$ cat src/rtl/pp_rx_pkg.sv
`timescale 1ns/1ps
package pp_rx_pkg;
  localparam int NUM_BUF = 2;

  // Strobes from control to datapath
  typedef struct packed {
    logic                xfer;  // byte accepted this cycle
    logic                sel;   // buffer taking it (0 = A, 1 = B)
    logic [NUM_BUF-1:0]  load;  // accepted load per buffer
  } dpStrobe_t;
endpackage

$ cat src/rtl/pp_rx_ctrl.sv
`timescale 1ns/1ps
module pp_rx_ctrl
  import pp_rx_pkg::*;
(
  input  logic               clk,
  input  logic               rstN,
  input  logic [NUM_BUF-1:0] loadReq,
  input  logic               lenZero,
  input  logic               fifoValid,
  input  logic               fifoFrm,
  input  logic               fifoPar,
  input  logic               fifoOvr,
  input  logic               isLast,
  output logic               fifoReady,
  output dpStrobe_t          strobe,
  output logic [NUM_BUF-1:0] rxAct,
  output logic [NUM_BUF-1:0] frmErr,
  output logic [NUM_BUF-1:0] parErr,
  output logic [NUM_BUF-1:0] ovrErr
);
  logic               cur;     // buffer due / in use
  logic [NUM_BUF-1:0] loaded;  // pending or active
  logic [NUM_BUF-1:0] loadOk;
  logic               xfer;
  logic               unload;

  assign fifoReady = loaded[cur];
  assign xfer      = fifoValid & fifoReady;
  assign unload    = xfer & isLast;

  always_comb begin
    for (int i = 0; i < NUM_BUF; i++) begin
      loadOk[i] = loadReq[i] & ~loaded[i] & ~lenZero;
      rxAct[i]  = loaded[i] & (cur == i[0]);
    end
  end

  assign strobe.xfer = xfer;
  assign strobe.sel  = cur;
  assign strobe.load = loadOk;

  always_ff @(posedge clk or negedge rstN) begin
    if (!rstN) begin
      cur    <= 1'b0;
      loaded <= '0;
      frmErr <= '0;
      parErr <= '0;
      ovrErr <= '0;
    end else begin
      if (unload) cur <= ~cur;
      for (int i = 0; i < NUM_BUF; i++) begin
        if (loadOk[i]) begin
          loaded[i] <= 1'b1;
          frmErr[i] <= 1'b0;
          parErr[i] <= 1'b0;
          ovrErr[i] <= 1'b0;
        end else if (xfer && cur == i[0]) begin
          if (isLast)  loaded[i] <= 1'b0;
          if (fifoFrm) frmErr[i] <= 1'b1;
          if (fifoPar) parErr[i] <= 1'b1;
          if (fifoOvr) ovrErr[i] <= 1'b1;
        end
      end
    end
  end


  switch_buf_chk: assert property (@(posedge clk) disable iff (!rstN)
    (xfer && isLast) |=> (cur != $past(cur)));


  reload_clear_chk: assert property (@(posedge clk) disable iff (!rstN)
    loadOk[0] |=> (frmErr[0] == 1'b0 && parErr[0] == 1'b0 && ovrErr[0] == 1'b0));


  frame_flag_chk: assert property (@(posedge clk) disable iff (!rstN)
    (xfer && fifoFrm) |=> frmErr[$past(cur)]);


  overrun_flag_chk: assert property (@(posedge clk) disable iff (!rstN)
    (xfer && fifoOvr) |=> ovrErr[$past(cur)]);


  one_active_chk: assert property (@(posedge clk) disable iff (!rstN)
    $onehot0(rxAct));
endmodule

$ cat src/rtl/pp_rx_dp.sv
`timescale 1ns/1ps
module pp_rx_dp
  import pp_rx_pkg::*;
#(
  parameter int ADDR_W = 16,
  parameter int CNT_W  = 13
) (
  input  logic              clk,
  input  logic              rstN,
  input  dpStrobe_t         strobe,
  input  logic [ADDR_W-1:0] cfgAddr,
  input  logic [CNT_W-1:0]  cfgLen,
  input  logic [7:0]        fifoData,
  output logic              isLast,
  output logic              memWe,
  output logic [ADDR_W-1:0] memAddr,
  output logic [7:0]        memData,
  output logic [CNT_W-1:0]  cntA
);
  logic [ADDR_W-1:0] baseQ [NUM_BUF];
  logic [CNT_W-1:0]  lenQ  [NUM_BUF];
  logic [CNT_W-1:0]  offQ  [NUM_BUF];

  assign isLast  = (offQ[strobe.sel] == lenQ[strobe.sel] - CNT_W'(1));
  assign memWe   = strobe.xfer;
  assign memAddr = baseQ[strobe.sel] + ADDR_W'(offQ[strobe.sel]);
  assign memData = fifoData;
  assign cntA    = offQ[0];

  always_ff @(posedge clk or negedge rstN) begin
    if (!rstN) begin
      for (int i = 0; i < NUM_BUF; i++) begin
        baseQ[i] <= '0;
        lenQ[i]  <= '0;
        offQ[i]  <= '0;
      end
    end else begin
      for (int i = 0; i < NUM_BUF; i++) begin
        if (strobe.load[i]) begin
          baseQ[i] <= cfgAddr;
          lenQ[i]  <= cfgLen;
          offQ[i]  <= '0;
        end else if (strobe.xfer && strobe.sel == i[0]) begin
          offQ[i] <= isLast ? '0 : offQ[i] + CNT_W'(1);
        end
      end
    end
  end


  offset_wrap_chk: assert property (@(posedge clk) disable iff (!rstN)
    (strobe.xfer && !strobe.sel && isLast) |=> (offQ[0] == '0));


  offset_step_chk: assert property (@(posedge clk) disable iff (!rstN)
    (strobe.xfer && !strobe.sel && !isLast && !strobe.load[0])
      |=> (offQ[0] == $past(offQ[0]) + CNT_W'(1)));
endmodule

$ cat src/rtl/pp_rx_dma.sv
`timescale 1ns/1ps
module pp_rx_dma
  import pp_rx_pkg::*;
#(
  parameter int ADDR_W = 16,
  parameter int CNT_W  = 13
) (
  input  logic              clk,
  input  logic              rstN,
  input  logic [ADDR_W-1:0] cfgAddr,
  input  logic [CNT_W-1:0]  cfgLen,
  input  logic              loadA,
  input  logic              loadB,
  input  logic              fifoValid,
  output logic              fifoReady,
  input  logic [7:0]        fifoData,
  input  logic              fifoFrm,
  input  logic              fifoPar,
  input  logic              fifoOvr,
  output logic              memWe,
  output logic [ADDR_W-1:0] memAddr,
  output logic [7:0]        memData,
  input  logic              txActA,
  input  logic              txActB,
  output logic [15:0]       status,
  output logic [CNT_W-1:0]  rxCntA
);
  dpStrobe_t          strobe;
  logic               isLast;
  logic [NUM_BUF-1:0] rxAct, frmErr, parErr, ovrErr;

  pp_rx_ctrl u_ctrl (
    .clk(clk), .rstN(rstN),
    .loadReq({loadB, loadA}), .lenZero(cfgLen == '0),
    .fifoValid(fifoValid), .fifoFrm(fifoFrm), .fifoPar(fifoPar), .fifoOvr(fifoOvr),
    .isLast(isLast), .fifoReady(fifoReady), .strobe(strobe),
    .rxAct(rxAct), .frmErr(frmErr), .parErr(parErr), .ovrErr(ovrErr)
  );

  pp_rx_dp #(.ADDR_W(ADDR_W), .CNT_W(CNT_W)) u_dp (
    .clk(clk), .rstN(rstN), .strobe(strobe),
    .cfgAddr(cfgAddr), .cfgLen(cfgLen), .fifoData(fifoData),
    .isLast(isLast), .memWe(memWe), .memAddr(memAddr), .memData(memData),
    .cntA(rxCntA)
  );

  assign status = {6'b0, frmErr[1], frmErr[0], parErr[1], parErr[0],
                   ovrErr[1], ovrErr[0], txActB, txActA, rxAct[1], rxAct[0]};


  write_needs_ready_chk: assert property (@(posedge clk) disable iff (!rstN)
    memWe |-> (fifoValid && fifoReady));
endmodule

$ cat config.mk
export PLATFORM = sky130hd
export DESIGN_NAME = pp_rx_dma
export DESIGN_NICKNAME = d
export VERILOG_FILES = /design/src/rtl/pp_rx_pkg.sv /design/src/rtl/pp_rx_ctrl.sv /design/src/rtl/pp_rx_dp.sv /design/src/rtl/pp_rx_dma.sv
export SDC_FILE = /design/constraint.sdc
export NUM_CORES = 1
export LEC_CHECK = 0
export BUFFER_PORTS_ARGS = -buffer_cell sky130_fd_sc_hd__buf_2
export CAP_MARGIN = 20
export CORE_UTILIZATION = 57
export CTS_BUF_LIST = sky130_fd_sc_hd__clkbuf_8 sky130_fd_sc_hd__clkbuf_16
export DETAILED_ROUTE_END_ITERATION = 8
export PLACE_DENSITY_LB_ADDON = 0.1
export SYNTH_ARGS = -nofsm -noshare
export SYNTH_HDL_FRONTEND = slang
export SYNTH_HIERARCHICAL = 1
export SYNTH_SLANG_ARGS = --single-unit
$ cat constraint.sdc
create_clock -name clk -period 5.5 [get_ports clk]
set_input_delay 0.55 -clock clk [delete_from_list [all_inputs] [get_ports clk]]
set_output_delay 0.55 -clock clk [all_outputs]
set_load 0.01 [all_outputs]
==> results.ini <==
[logic_synthesis]
yosys_register_bits=93
synth_area_um2=5960
synth_edf_count=0
ys_seq_area_frac=0.391
synthFlopType=dfrtp_1
synth_cell_types=60
yosys_warnings=6
netlist_instances=569
synthArstFlopShare=1.00
avgSynthCellArea_um2=10.5

[routing]
drtIter0Drc=222
wl_um=13300
ant_nets=0
routed_wire_length_per_instance_um=17.8
viasPerCell=5.86
via_count=4375
drc=0
firstDrtPassIters=4

[worst_setup_path]
worstRegToRegCells=8
cp.arrival_ns=3.85
slowest_stage=dfrtp_2
start_kind=flop
regToRegSetupSlack_ns=1.94
critPathTopFamily=compound AO/OA/AOI/OAI gates
endpoint=memAddr[14]
worst-path-stages=10
cpPeakStageDelay_ns=0.66
required_ns=4.95
worstSetupPathType=flop to output pin
crit_start=u_ctrl/cur$_DFFE_PN0P_
crit_chain=buf_4 -> mux2_2 -> ha_1 -> o21ai_0 -> a21boi_0 -> o41ai_1 -> a211oi_1 -> o21bai_1 -> xor2_1 -> buf_2
worst_setup_path_end_kind=output pin
crit_fanout=34
rr_startpoint=u_ctrl/cur$_DFFE_PN0P_
r2r-end=u_dp/cntA[4]$_DFFE_PN0P_
path_buf_inv=2

[pwr]
peakVddDrop_v=0.000387
p_leak_nw=2.81
p_int_mw=1.92
p_sw_frac=0.400
p_seq_frac=0.364
combPwrFrac=0.476
clkPwrFrac=0.160
netSwitchingPower_mw=1.28
power.density_nw_per_um2=498

[clock_tree]
cts_root_buf=clkbuf_8
cts-resized-gates=0
clkTransAtPathRegs_ns=0.09
cts_sinks=93
clk_path_buf_depth=2
cts_buffers=9
cts_tree=yes
cts.hold.buffers_added=0
clk_latency_ns=0.36
postCtsSetupBuffers=0
htreeDepth=3

[die]
die_y_um=104
initial_core_util=0.599
core_um2=9950
fp.dieW_um=104
dieArea_um2=10900
num_rows=36
pin_count=102

[global_route]
grt_pass1_wl_um=22400
grt-ovfl-total=0
grt_max_degree=52
grt_pass1_vias=4531
antenna_found_initial=0
grt_usage=0.262

[flow_run]
maxCapViolCount=0

[placed_design]
hpwl_um=10000
port-buffer-count=75
gp_congestion=0.937

[timing]
setup_viol=0
hold_viol_final=0
tns_ns=0
worst_pin_slew_ns=1.01
period_minus_slack_ns=4.40
max_freq_mhz=227
rsz0062_at_grt=false
fin_crit_sh=0.801
clock-skew-final_ns=0.0149
slew_headroom=0.318
drv_slew=0

[layout]
final_util=0.644
layout-drive-gt1-share=0.305
nets=673
areaGrowthSynthToFinish_pct=7.64
n_antenna_cell=0

[run_status]
status=finished, final reports clean

[min_path]
holdCritPathClass=primary input to async pin

power by group through the flow:
stage	Sequential, mW	Combinational [mW]	Clock [mW]
floorplan	1.08	1.19	0
global placement	1.17	1.47	0
detailed placement	1.18	1.52	0
CTS	1.16	1.53	0.527
global route	1.20	1.68	0.551
finish	1.16	1.52	0.512
registers in the layout, indices dropped and copies added (netlist names):
register       cells
u_dp/baseQ        32
u_dp/lenQ         26
u_dp/cntA         13
u_dp/offQ         13
u_ctrl/frmErr      2
u_ctrl/loaded      2
u_ctrl/ovrErr      2
u_ctrl/parErr      2
u_ctrl/cur         1
per-layer routing:
metal  track usage  vias up  part of all wire
met1         0.332     2143              0.45
met3        0.0445       34             0.049
met5             0        -                 0
li1              -     2065                 -
met2         0.438      133              0.47
met4         0.117        0             0.032
cell usage in the layout, fill, tap and decap left out, types with 8 or more instances in the layout:
cell       n
nor3_1    40
buf_2     74
ha_1      16
xnor2_1   37
dfrtp_1   92
xor2_1    26
inv_1     21
nand2_1   21
clkbuf_8  10
nand3_1   13
mux2i_1   17
a21oi_1   20
nor2_1    36
o21ai_0    8
mux2_2    77
synth_stat cells (5+ instances only):
master | n | area (µm²)
mux2i_1 | 17 | 170
xor2_1 | 26 | 228
nor3_1 | 40 | 200
and3_1 | 5 | 31.3
dfrtp_1 | 93 | 2330
ha_1 | 16 | 200
a21oi_1 | 20 | 100
nor2b_1 | 6 | 37.5
nand2_1 | 21 | 78.8
xnor2_1 | 37 | 324
buf_4 | 34 | 255
nor2_1 | 36 | 135
nor4_1 | 5 | 31.3
inv_1 | 20 | 75.1
mux2_2 | 77 | 867
o21ai_0 | 8 | 40.0
a211oi_1 | 6 | 45.0
nand4b_1 | 5 | 43.8
a21o_1 | 6 | 45.0
nand3_1 | 13 | 65.1
clkbuf_1 | 13 | 48.8
cell type report:
cell class,instances,area (µm²)
sequential,93,2330
inverter,21,78.8
multi-input combinational,404,3200
clock inverter,6,85.1
clock buffer,10,138
tap,133,166
fill,872,3540
timing repair buffer,80,415
cells by family after synthesis:
kind of cell,after synthesis,synth area share
flops,93,0.391
xor+xnor,63,0.0926
compound gates,67,0.0783
other cells,1,0.000629
mux,96,0.180
buf+inv,77,0.0752
fa+ha+maj,17,0.0370
simple gates,155,0.145
how the worst min path moves through the flow:
stage	start	endpoint	slack [ns]
floorplan	rstN	u_ctrl/cur$_DFFE_PN0P_	0.25
global placement	u_ctrl/ovrErr[1]$_DFFE_PN0P_	u_ctrl/ovrErr[1]$_DFFE_PN0P_	0.48
detailed placement	u_dp/baseQ[20]$_DFFE_PN0P_	u_dp/baseQ[20]$_DFFE_PN0P_	0.49
CTS	rstN	u_ctrl/loaded[0]$_DFFE_PN0P_	0.17
global route	rstN	u_ctrl/loaded[0]$_DFFE_PN0P_	0.19
finish	rstN	u_ctrl/loaded[0]$_DFFE_PN0P_	0.16
worst reg2reg max path, cell delays in order, from the launching register on:
cell,delay [ns]
dfrtp_2,0.66
buf_4,0.35
mux2i_1,0.25
ha_1,0.26
xor2_1,0.20
a2111oi_4,0.42
nand4_4,0.21
nor4_2,0.91
nor3_1,0.14
metrics by stage:
stage	setup slack, ns	area [µm²]	hold slack (ns)	std cells	power (mW)
6_report	1.10	6410	0.162	747	3.20
5_1_grt	0.747	6410	0.187	747	3.43
4_1_cts	1.14	6410	0.170	747	3.22
3_5_place_dp	1.56	6190	0.492	731	2.70
3_3_place_gp	1.62	6190	0.482	731	2.64
2_1_floorplan	1.36	5980	0.254	574	2.28
Power figures use the tool's default switching activity.
